### src/rtl/smbus_idx_pkg.sv
package smbus_idx_pkg;

   typedef enum logic [2:0] {
      ST_IDLE,
      ST_RX,
      ST_RX_ACK,
      ST_TX,
      ST_TX_ACK,
      ST_WAIT
   } link_st_t;

   typedef enum logic [2:0] {
      PH_ADDR,
      PH_INDEX,
      PH_COUNT,
      PH_WDATA,
      PH_RDATA
   } phase_t;

   function automatic phase_t next_rx_phase(input phase_t p);
      case (p)
         PH_ADDR:  return PH_INDEX;
         PH_INDEX: return PH_COUNT;
         default:  return PH_WDATA;
      endcase
   endfunction

endpackage

### src/rtl/smbus_line_sync.sv
module smbus_line_sync #(
   parameter int STAGES = 2
) (
   input  logic clk,
   input  logic rst_n,
   input  logic scl_in,
   input  logic sda_in,
   output logic scl_s,
   output logic sda_s,
   output logic scl_rise,
   output logic scl_fall,
   output logic start_det,
   output logic stop_det
);

   if (STAGES < 2) begin : g_bad_stages
      $error("smbus_line_sync: STAGES must be at least 2");
   end

   logic [STAGES-1:0] scl_sh;
   logic [STAGES-1:0] sda_sh;
   logic              scl_q;
   logic              sda_q;

   always_ff @(posedge clk or negedge rst_n) begin
      if (!rst_n) begin
         scl_sh <= '1;
         sda_sh <= '1;
         scl_q  <= 1'b1;
         sda_q  <= 1'b1;
      end else begin
         scl_sh <= {scl_sh[STAGES-2:0], scl_in};
         sda_sh <= {sda_sh[STAGES-2:0], sda_in};
         scl_q  <= scl_s;
         sda_q  <= sda_s;
      end
   end

   assign scl_s     = scl_sh[STAGES-1];
   assign sda_s     = sda_sh[STAGES-1];
   assign scl_rise  = scl_s & ~scl_q;
   assign scl_fall  = ~scl_s & scl_q;
   assign start_det = scl_s & scl_q & sda_q & ~sda_s;
   assign stop_det  = scl_s & scl_q & ~sda_q & sda_s;

endmodule

### src/rtl/smbus_reg_bank.sv
module smbus_reg_bank #(
   parameter int         NUM_REGS    = 16,
   parameter int         IDX_W       = 4,
   parameter int         COUNT_IDX   = 8,
   parameter logic [7:0] COUNT_RESET = 8'h10
) (
   input  logic                  clk,
   input  logic                  rst_n,
   input  logic                  we,
   input  logic [IDX_W-1:0]      widx,
   input  logic [7:0]            wdata,
   output logic [NUM_REGS*8-1:0] flat
);

   for (genvar g = 0; g < NUM_REGS; g++) begin : g_reg
      localparam logic [7:0] RST_VAL = (g == COUNT_IDX) ? COUNT_RESET : 8'h00;
      logic [7:0] q;
      always_ff @(posedge clk or negedge rst_n) begin
         if (!rst_n)
            q <= RST_VAL;
         else if (we && (widx == IDX_W'(g)))
            q <= wdata;
      end
      assign flat[g*8 +: 8] = q;
   end

endmodule

### src/rtl/smbus_idx_fsm.sv
module smbus_idx_fsm
   import smbus_idx_pkg::*;
#(
   parameter int         NUM_REGS  = 16,
   parameter int         IDX_W     = 4,
   parameter logic [6:0] DEV_ADDR  = 7'h6E
) (
   input  logic                  clk,
   input  logic                  rst_n,
   input  logic                  scl_rise,
   input  logic                  scl_fall,
   input  logic                  sda_s,
   input  logic                  start_det,
   input  logic                  stop_det,
   input  logic [7:0]            count_val,
   input  logic [NUM_REGS*8-1:0] reg_flat,
   output logic                  sda_low,
   output logic                  wr_en,
   output logic [IDX_W-1:0]      wr_idx,
   output logic [7:0]            wr_data
);

   link_st_t         st;
   phase_t           ph;
   logic [2:0]       bit_cnt;
   logic             byte_done;
   logic [7:0]       shreg;
   logic [7:0]       txbyte;
   logic [IDX_W-1:0] ptr;
   logic [7:0]       remain;
   logic             go_tx;
   logic [7:0]       cur_reg;

   assign cur_reg = reg_flat[{ptr, 3'b000} +: 8];

   always_ff @(posedge clk or negedge rst_n) begin
      if (!rst_n) begin
         st        <= ST_IDLE;
         ph        <= PH_ADDR;
         bit_cnt   <= '0;
         byte_done <= 1'b0;
         shreg     <= '0;
         txbyte    <= '0;
         ptr       <= '0;
         remain    <= '0;
         go_tx     <= 1'b0;
         sda_low   <= 1'b0;
         wr_en     <= 1'b0;
         wr_idx    <= '0;
         wr_data   <= '0;
      end else begin
         wr_en <= 1'b0;
         if (stop_det) begin
            st      <= ST_IDLE;
            sda_low <= 1'b0;
         end else if (start_det) begin
            st        <= ST_RX;
            ph        <= PH_ADDR;
            bit_cnt   <= '0;
            byte_done <= 1'b0;
            go_tx     <= 1'b0;
            sda_low   <= 1'b0;
         end else begin
            case (st)
               ST_RX: begin
                  if (scl_rise) begin
                     shreg   <= {shreg[6:0], sda_s};
                     bit_cnt <= bit_cnt + 3'd1;
                     if (bit_cnt == 3'd7) byte_done <= 1'b1;
                  end else if (scl_fall && byte_done) begin
                     byte_done <= 1'b0;
                     st        <= ST_RX_ACK;
                     case (ph)
                        PH_ADDR: begin
                           if (shreg[7:1] == DEV_ADDR) begin
                              sda_low <= 1'b1;
                              go_tx   <= shreg[0];
                           end else begin
                              st <= ST_WAIT;
                           end
                        end
                        PH_INDEX: begin
                           sda_low <= 1'b1;
                           ptr     <= shreg[IDX_W-1:0];
                        end
                        PH_COUNT: begin
                           sda_low <= 1'b1;
                           remain  <= shreg;
                        end
                        PH_WDATA: begin
                           if (remain != 8'd0) begin
                              sda_low <= 1'b1;
                              wr_en   <= 1'b1;
                              wr_idx  <= ptr;
                              wr_data <= shreg;
                              ptr     <= ptr + 1'b1;
                              remain  <= remain - 8'd1;
                           end else begin
                              st <= ST_WAIT;
                           end
                        end
                        default: st <= ST_WAIT;
                     endcase
                  end
               end
               ST_RX_ACK: begin
                  if (scl_fall) begin
                     bit_cnt <= '0;
                     go_tx   <= 1'b0;
                     if (go_tx) begin
                        st      <= ST_TX;
                        ph      <= PH_RDATA;
                        txbyte  <= count_val;
                        sda_low <= ~count_val[7];
                     end else begin
                        st      <= ST_RX;
                        ph      <= next_rx_phase(ph);
                        sda_low <= 1'b0;
                     end
                  end
               end
               ST_TX: begin
                  if (scl_rise) begin
                     bit_cnt <= bit_cnt + 3'd1;
                     if (bit_cnt == 3'd7) byte_done <= 1'b1;
                  end else if (scl_fall) begin
                     if (byte_done) begin
                        byte_done <= 1'b0;
                        sda_low   <= 1'b0;
                        st        <= ST_TX_ACK;
                     end else begin
                        sda_low <= ~txbyte[3'd7 - bit_cnt];
                     end
                  end
               end
               ST_TX_ACK: begin
                  if (scl_rise) begin
                     if (sda_s) begin
                        st <= ST_WAIT;
                     end else begin
                        txbyte <= cur_reg;
                        ptr    <= ptr + 1'b1;
                     end
                  end else if (scl_fall) begin
                     st      <= ST_TX;
                     bit_cnt <= '0;
                     sda_low <= ~txbyte[7];
                  end
               end
               default: sda_low <= 1'b0;
            endcase
         end
      end
   end

endmodule

### src/rtl/smbus_idx_target.sv
module smbus_idx_target #(
   parameter int         NUM_REGS    = 16,
   parameter int         COUNT_IDX   = 8,
   parameter logic [7:0] COUNT_RESET = 8'h10,
   parameter logic [6:0] DEV_ADDR    = 7'h6E,
   parameter int         SYNC_STAGES = 2,
   localparam int        IDX_W       = $clog2(NUM_REGS)
) (
   input  logic                  clk,
   input  logic                  rst_n,
   input  logic                  scl_in,
   input  logic                  sda_in,
   output logic                  sda_drive_low,
   output logic                  wr_strobe,
   output logic [IDX_W-1:0]      wr_index,
   output logic [7:0]            wr_data,
   output logic [NUM_REGS*8-1:0] reg_flat
);

   if ((1 << IDX_W) != NUM_REGS) begin : g_bad_depth
      $error("smbus_idx_target: NUM_REGS must be a power of two");
   end
   if (COUNT_IDX >= NUM_REGS) begin : g_bad_count
      $error("smbus_idx_target: COUNT_IDX outside register bank");
   end

   logic scl_s, sda_s, scl_rise, scl_fall, start_det, stop_det;
   logic [7:0] count_val;

   smbus_line_sync #(.STAGES(SYNC_STAGES)) u_sync (
      .clk       (clk),
      .rst_n     (rst_n),
      .scl_in    (scl_in),
      .sda_in    (sda_in),
      .scl_s     (scl_s),
      .sda_s     (sda_s),
      .scl_rise  (scl_rise),
      .scl_fall  (scl_fall),
      .start_det (start_det),
      .stop_det  (stop_det)
   );

   assign count_val = reg_flat[COUNT_IDX*8 +: 8];

   smbus_idx_fsm #(
      .NUM_REGS (NUM_REGS),
      .IDX_W    (IDX_W),
      .DEV_ADDR (DEV_ADDR)
   ) u_fsm (
      .clk       (clk),
      .rst_n     (rst_n),
      .scl_rise  (scl_rise),
      .scl_fall  (scl_fall),
      .sda_s     (sda_s),
      .start_det (start_det),
      .stop_det  (stop_det),
      .count_val (count_val),
      .reg_flat  (reg_flat),
      .sda_low   (sda_drive_low),
      .wr_en     (wr_strobe),
      .wr_idx    (wr_index),
      .wr_data   (wr_data)
   );

   smbus_reg_bank #(
      .NUM_REGS    (NUM_REGS),
      .IDX_W       (IDX_W),
      .COUNT_IDX   (COUNT_IDX),
      .COUNT_RESET (COUNT_RESET)
   ) u_bank (
      .clk   (clk),
      .rst_n (rst_n),
      .we    (wr_strobe),
      .widx  (wr_index),
      .wdata (wr_data),
      .flat  (reg_flat)
   );

endmodule

### config.mk
export PLATFORM = sky130hd
export DESIGN_NAME = smbus_idx_target
export DESIGN_NICKNAME = d
export VERILOG_FILES = /design/src/rtl/smbus_idx_pkg.sv /design/src/rtl/smbus_line_sync.sv /design/src/rtl/smbus_reg_bank.sv /design/src/rtl/smbus_idx_fsm.sv /design/src/rtl/smbus_idx_target.sv
export SDC_FILE = /design/constraint.sdc
export NUM_CORES = 1
export LEC_CHECK = 0
export BUFFER_PORTS_ARGS = -buffer_cell sky130_fd_sc_hd__buf_2
export CAP_MARGIN = 20
export CORE_UTILIZATION = 49
export DETAILED_ROUTE_END_ITERATION = 6
export PLACE_DENSITY = 0.69
export RECOVER_POWER = 25
export SLEW_MARGIN = 15
export SYNTH_ARGS = -nofsm -noshare
export SYNTH_HDL_FRONTEND = slang
export SYNTH_SLANG_ARGS = --single-unit
### constraint.sdc
create_clock -name clk -period 3.6 [get_ports clk]
set_clock_uncertainty 0.15 [all_clocks]
set_input_delay 0.54 -clock clk [delete_from_list [all_inputs] [get_ports clk]]
set_output_delay 0.54 -clock clk [all_outputs]
set_load 0.005 [all_outputs]
==> results.md <==
* Status: finished, violations left
* Failing checks: capacitance limit, slew limit
* Reg2reg start: u_sync.scl_q$_DFF_PN1_
* # resized after CTS at 0
* Tmin final at roughly 2.7 ns
* Cells after synthesis at roughly 710
* Starting DRT DRC Count at around 540
* Worst Setup Path Type: reg2reg
* Antenna violations before repair at 0
* Rel. slew slack at -37.0%
* Max Clock Freq at between 300 and 400 MHz
* Number of synthesis warnings at 0
* Final #Nets at 855
* H-tree depth at 4
* Yosys reg bits at about 190
* CTS root buffer: clkbuf_16
* Core ar. at between 15000 and 20000 um^2
* Critical hold path startpoint: scl_in
* Count of max-cap constraint violations at 1
* Average size of a mapped cell at about 13 um^2
* CTS Hold Bufs at 0
* IO Port Bufs at ~150
* Diodes inserted at 0
* Vias in the first global route at approximately 6600
* GP Congestion at roughly 0.87
* Setup violators final at 0
* Synth Flop Type: dfrtp_1
* Cell with the most instances after synthesis: dfrtp_1
* Syn Nets at ~730
* Post-synth EDFFs at 0
* Share of cells above drive strength 1 at 43.7%
* Die W at 138 um
* Share of the yosys chip area belonging to registers at about half
* GRT Overall Usage at 27.3%
* DRT antenna net count at 0
* Post-CTS setup repair buffer count at 0
* Setup slack after layout at 0.936 ns
* Vias at between 6000 and 7000
* FF-to-FF path depth at 7
* Setup TNS at 0 ns
* P_leak at 5.28 nW
* Endpoint type of the worst setup path: register
* R2r endpoint: u_fsm.remain[0]$_DFFE_PN0P_
* Mapped Area at 9030 um^2
* Peak VDD IR at about 400 uV
* Top cells by count, synth: dfrtp_1 (180), mux2_2 (142), nand2_1 (67)
* Num rows at 49
* Synth-to-layout area growth at 16.4%
* Final Max Tran Viols at 80
* Pre-CTS WS at ~1.0 ns
* # DRC at 0
* GRT overflow at 0
* Final HPWL DP at 17100 um
* Largest net degree at the start of global routing at 80
* IO Pins at between 100 and 150
* Die ar. at between 15000 and 20000 um^2
* DR pass1 iterations at 5
* Layout Utilization at between 50% and 60%
* Yosys top cell area share at about 50%
* CP max FO at 16
* Clock Sink Count at 187
* Clk pin slew, worst setup/hold paths at around 0.07 ns
* Pwr per Cell Area at 513 nW/um^2
* CP required at approximately 3.8 ns
* Vias per cell at ~6.1
* Worst hold-check path type: in2reg
* First-pass GRT wire length at slightly below 40000 um
* Die H at ~140 um
* Hold endpoint: u_sync.scl_sh[0]$_DFF_PN1_
* Total Routed Length at between 20000 and 25000 um
* Worst R2R Setup Slack at between 0.9 and 1 ns
* WL/cell at roughly 22 um
* Crit start category: register
* RSZ-0062 raised after global routing: false
* Distinct cells, synth at 61
* Clk_lat worst skew at between 0.4 and 0.5 ns
* Final worst-path cycle share at between 70% and 80%
* Yosys top cell by area: dfrtp_1
* CTS tree: yes
* Initial Util at around 50%
* Hold Crit Depth at 1
* Inserted Clock Buffers at 17
* Slew @ Worst Pin at just over 2 ns
* Maximum clock path buffer count at 2
* Fin. Hold Viols at 0
* Cells taking the most area after synthesis: dfrtp_1 (50%), mux2_2 (18%), mux4_2 (8.2%), nand2_1 (2.8%), a21oi_1 (2.6%)
* Arrival time worst endpoint at 2.87 ns
* Total power at around 5.4 mW
* Asr flop ratio synth at 100%
-- sequential cells by signal, summed over array words and instances, names as in the netlist --
name and flops:
u_fsm.remain 8, u_fsm.bit_cnt 3, u_bank.g.q 128, u_fsm.ph 3, u_fsm.st 3, u_sync.sda_q 1
u_sync.sda_sh 2, u_fsm.shreg 8, u_fsm.txbyte 8, u_fsm.ptr 4, u_fsm.byte_done 1, u_fsm.wr_data 8
u_fsm.wr_en 1, u_fsm.go_tx 1, u_fsm.wr_idx 4, u_sync.scl_sh 2, u_fsm.sda_low 1, u_sync.scl_q 1
-- where the power goes --
part,switching [mW],internal [mW],total [mW]
combinational,0.576,0.455,1.03
sequential,0.267,2.23,2.50
clock,0.934,0.934,1.87
total,1.78,3.62,5.40
-- kinds of logic after synthesis --
logic type,synth area share (%)
simple gates,10.1
flops,51.9
compound gates,7.20
xor+xnor,0.0970
buf+inv,2.66
fa+ha+maj,1.11
mux,26.9
-- final cells by class --
class / count / area (um^2)
multi-input cells: 472 / 4110
clock buffers: 17 / 425
well taps: 229 / 287
clock inverters: 15 / 166
repair buffers: 153 / 796
fillers: 1515 / 7510
inverters: 12 / 45.0
flip-flops and latches: 187 / 4690
-- stage by stage --
stage	area (um^2)	hold slack (ns)	std cells
after global placement	9930	0.197	1053
after detailed placement	9930	0.197	1053
after global routing	10500	0.0358	1085
after floorplan	9030	0.0944	714
after CTS	10500	0.0311	1085
final	10500	0.0526	1085
-- worst max-delay path, cell delays in order, from the launching register on --
cell and delay (ns):
dfstp_2 0.54, inv_1 0.05, ha_1 0.30, nor2b_1 0.28
nand3_4 0.14, a2111oi_4 0.65, o21ai_0 0.27, mux2i_1 0.20
-- routing by layer --
| layer | routed length [um] | track usage, % |
|---|---|---|
| met5 | 0 | 0 |
| met4 | 420 | 8.70 |
| met3 | 1620 | 7.21 |
| met2 | 12200 | 44.1 |
| met1 | 10100 | 35.9 |
-- how the worst max path moves through the flow --
stage / start / to / slack (ns) / cells after the start
after floorplan: u_sync.scl_q$_DFF_PN1_ / u_fsm.wr_data[0]$_DFFE_PN0P_ / 1.47 / 8
after global placement: u_fsm.ptr[1]$_DFFE_PN0P_ / u_fsm.txbyte[4]$_DFFE_PN0P_ / 1.12 / 6
after detailed placement: u_sync.scl_q$_DFF_PN1_ / u_fsm.remain[0]$_DFFE_PN0P_ / 1.02 / 7
after CTS: u_sync.scl_q$_DFF_PN1_ / u_fsm.remain[0]$_DFFE_PN0P_ / 1.01 / 7
after global routing: rst_n / u_bank.g_reg[9].q[3]$_DFFE_PN0P_ / 0.46 / 2
final: u_sync.scl_q$_DFF_PN1_ / u_fsm.remain[0]$_DFFE_PN0P_ / 0.94 / 7
-- layout by cell type, fill, tap and decap left out, types with 6 or more instances in the layout --
cell	n
o21ai_0	16
mux4_2	33
ha_1	8
clkbuf_16	17
a22oi_1	14
mux2_2	142
nor2_1	32
nand3_1	8
inv_1	12
dfrtp_1	179
nor2b_1	9
nand2_1	67
nand2b_1	14
buf_2	144
mux2i_1	9
a21oi_1	47
buf_4	6
Note: power is estimated with default switching activity, not from simulation.
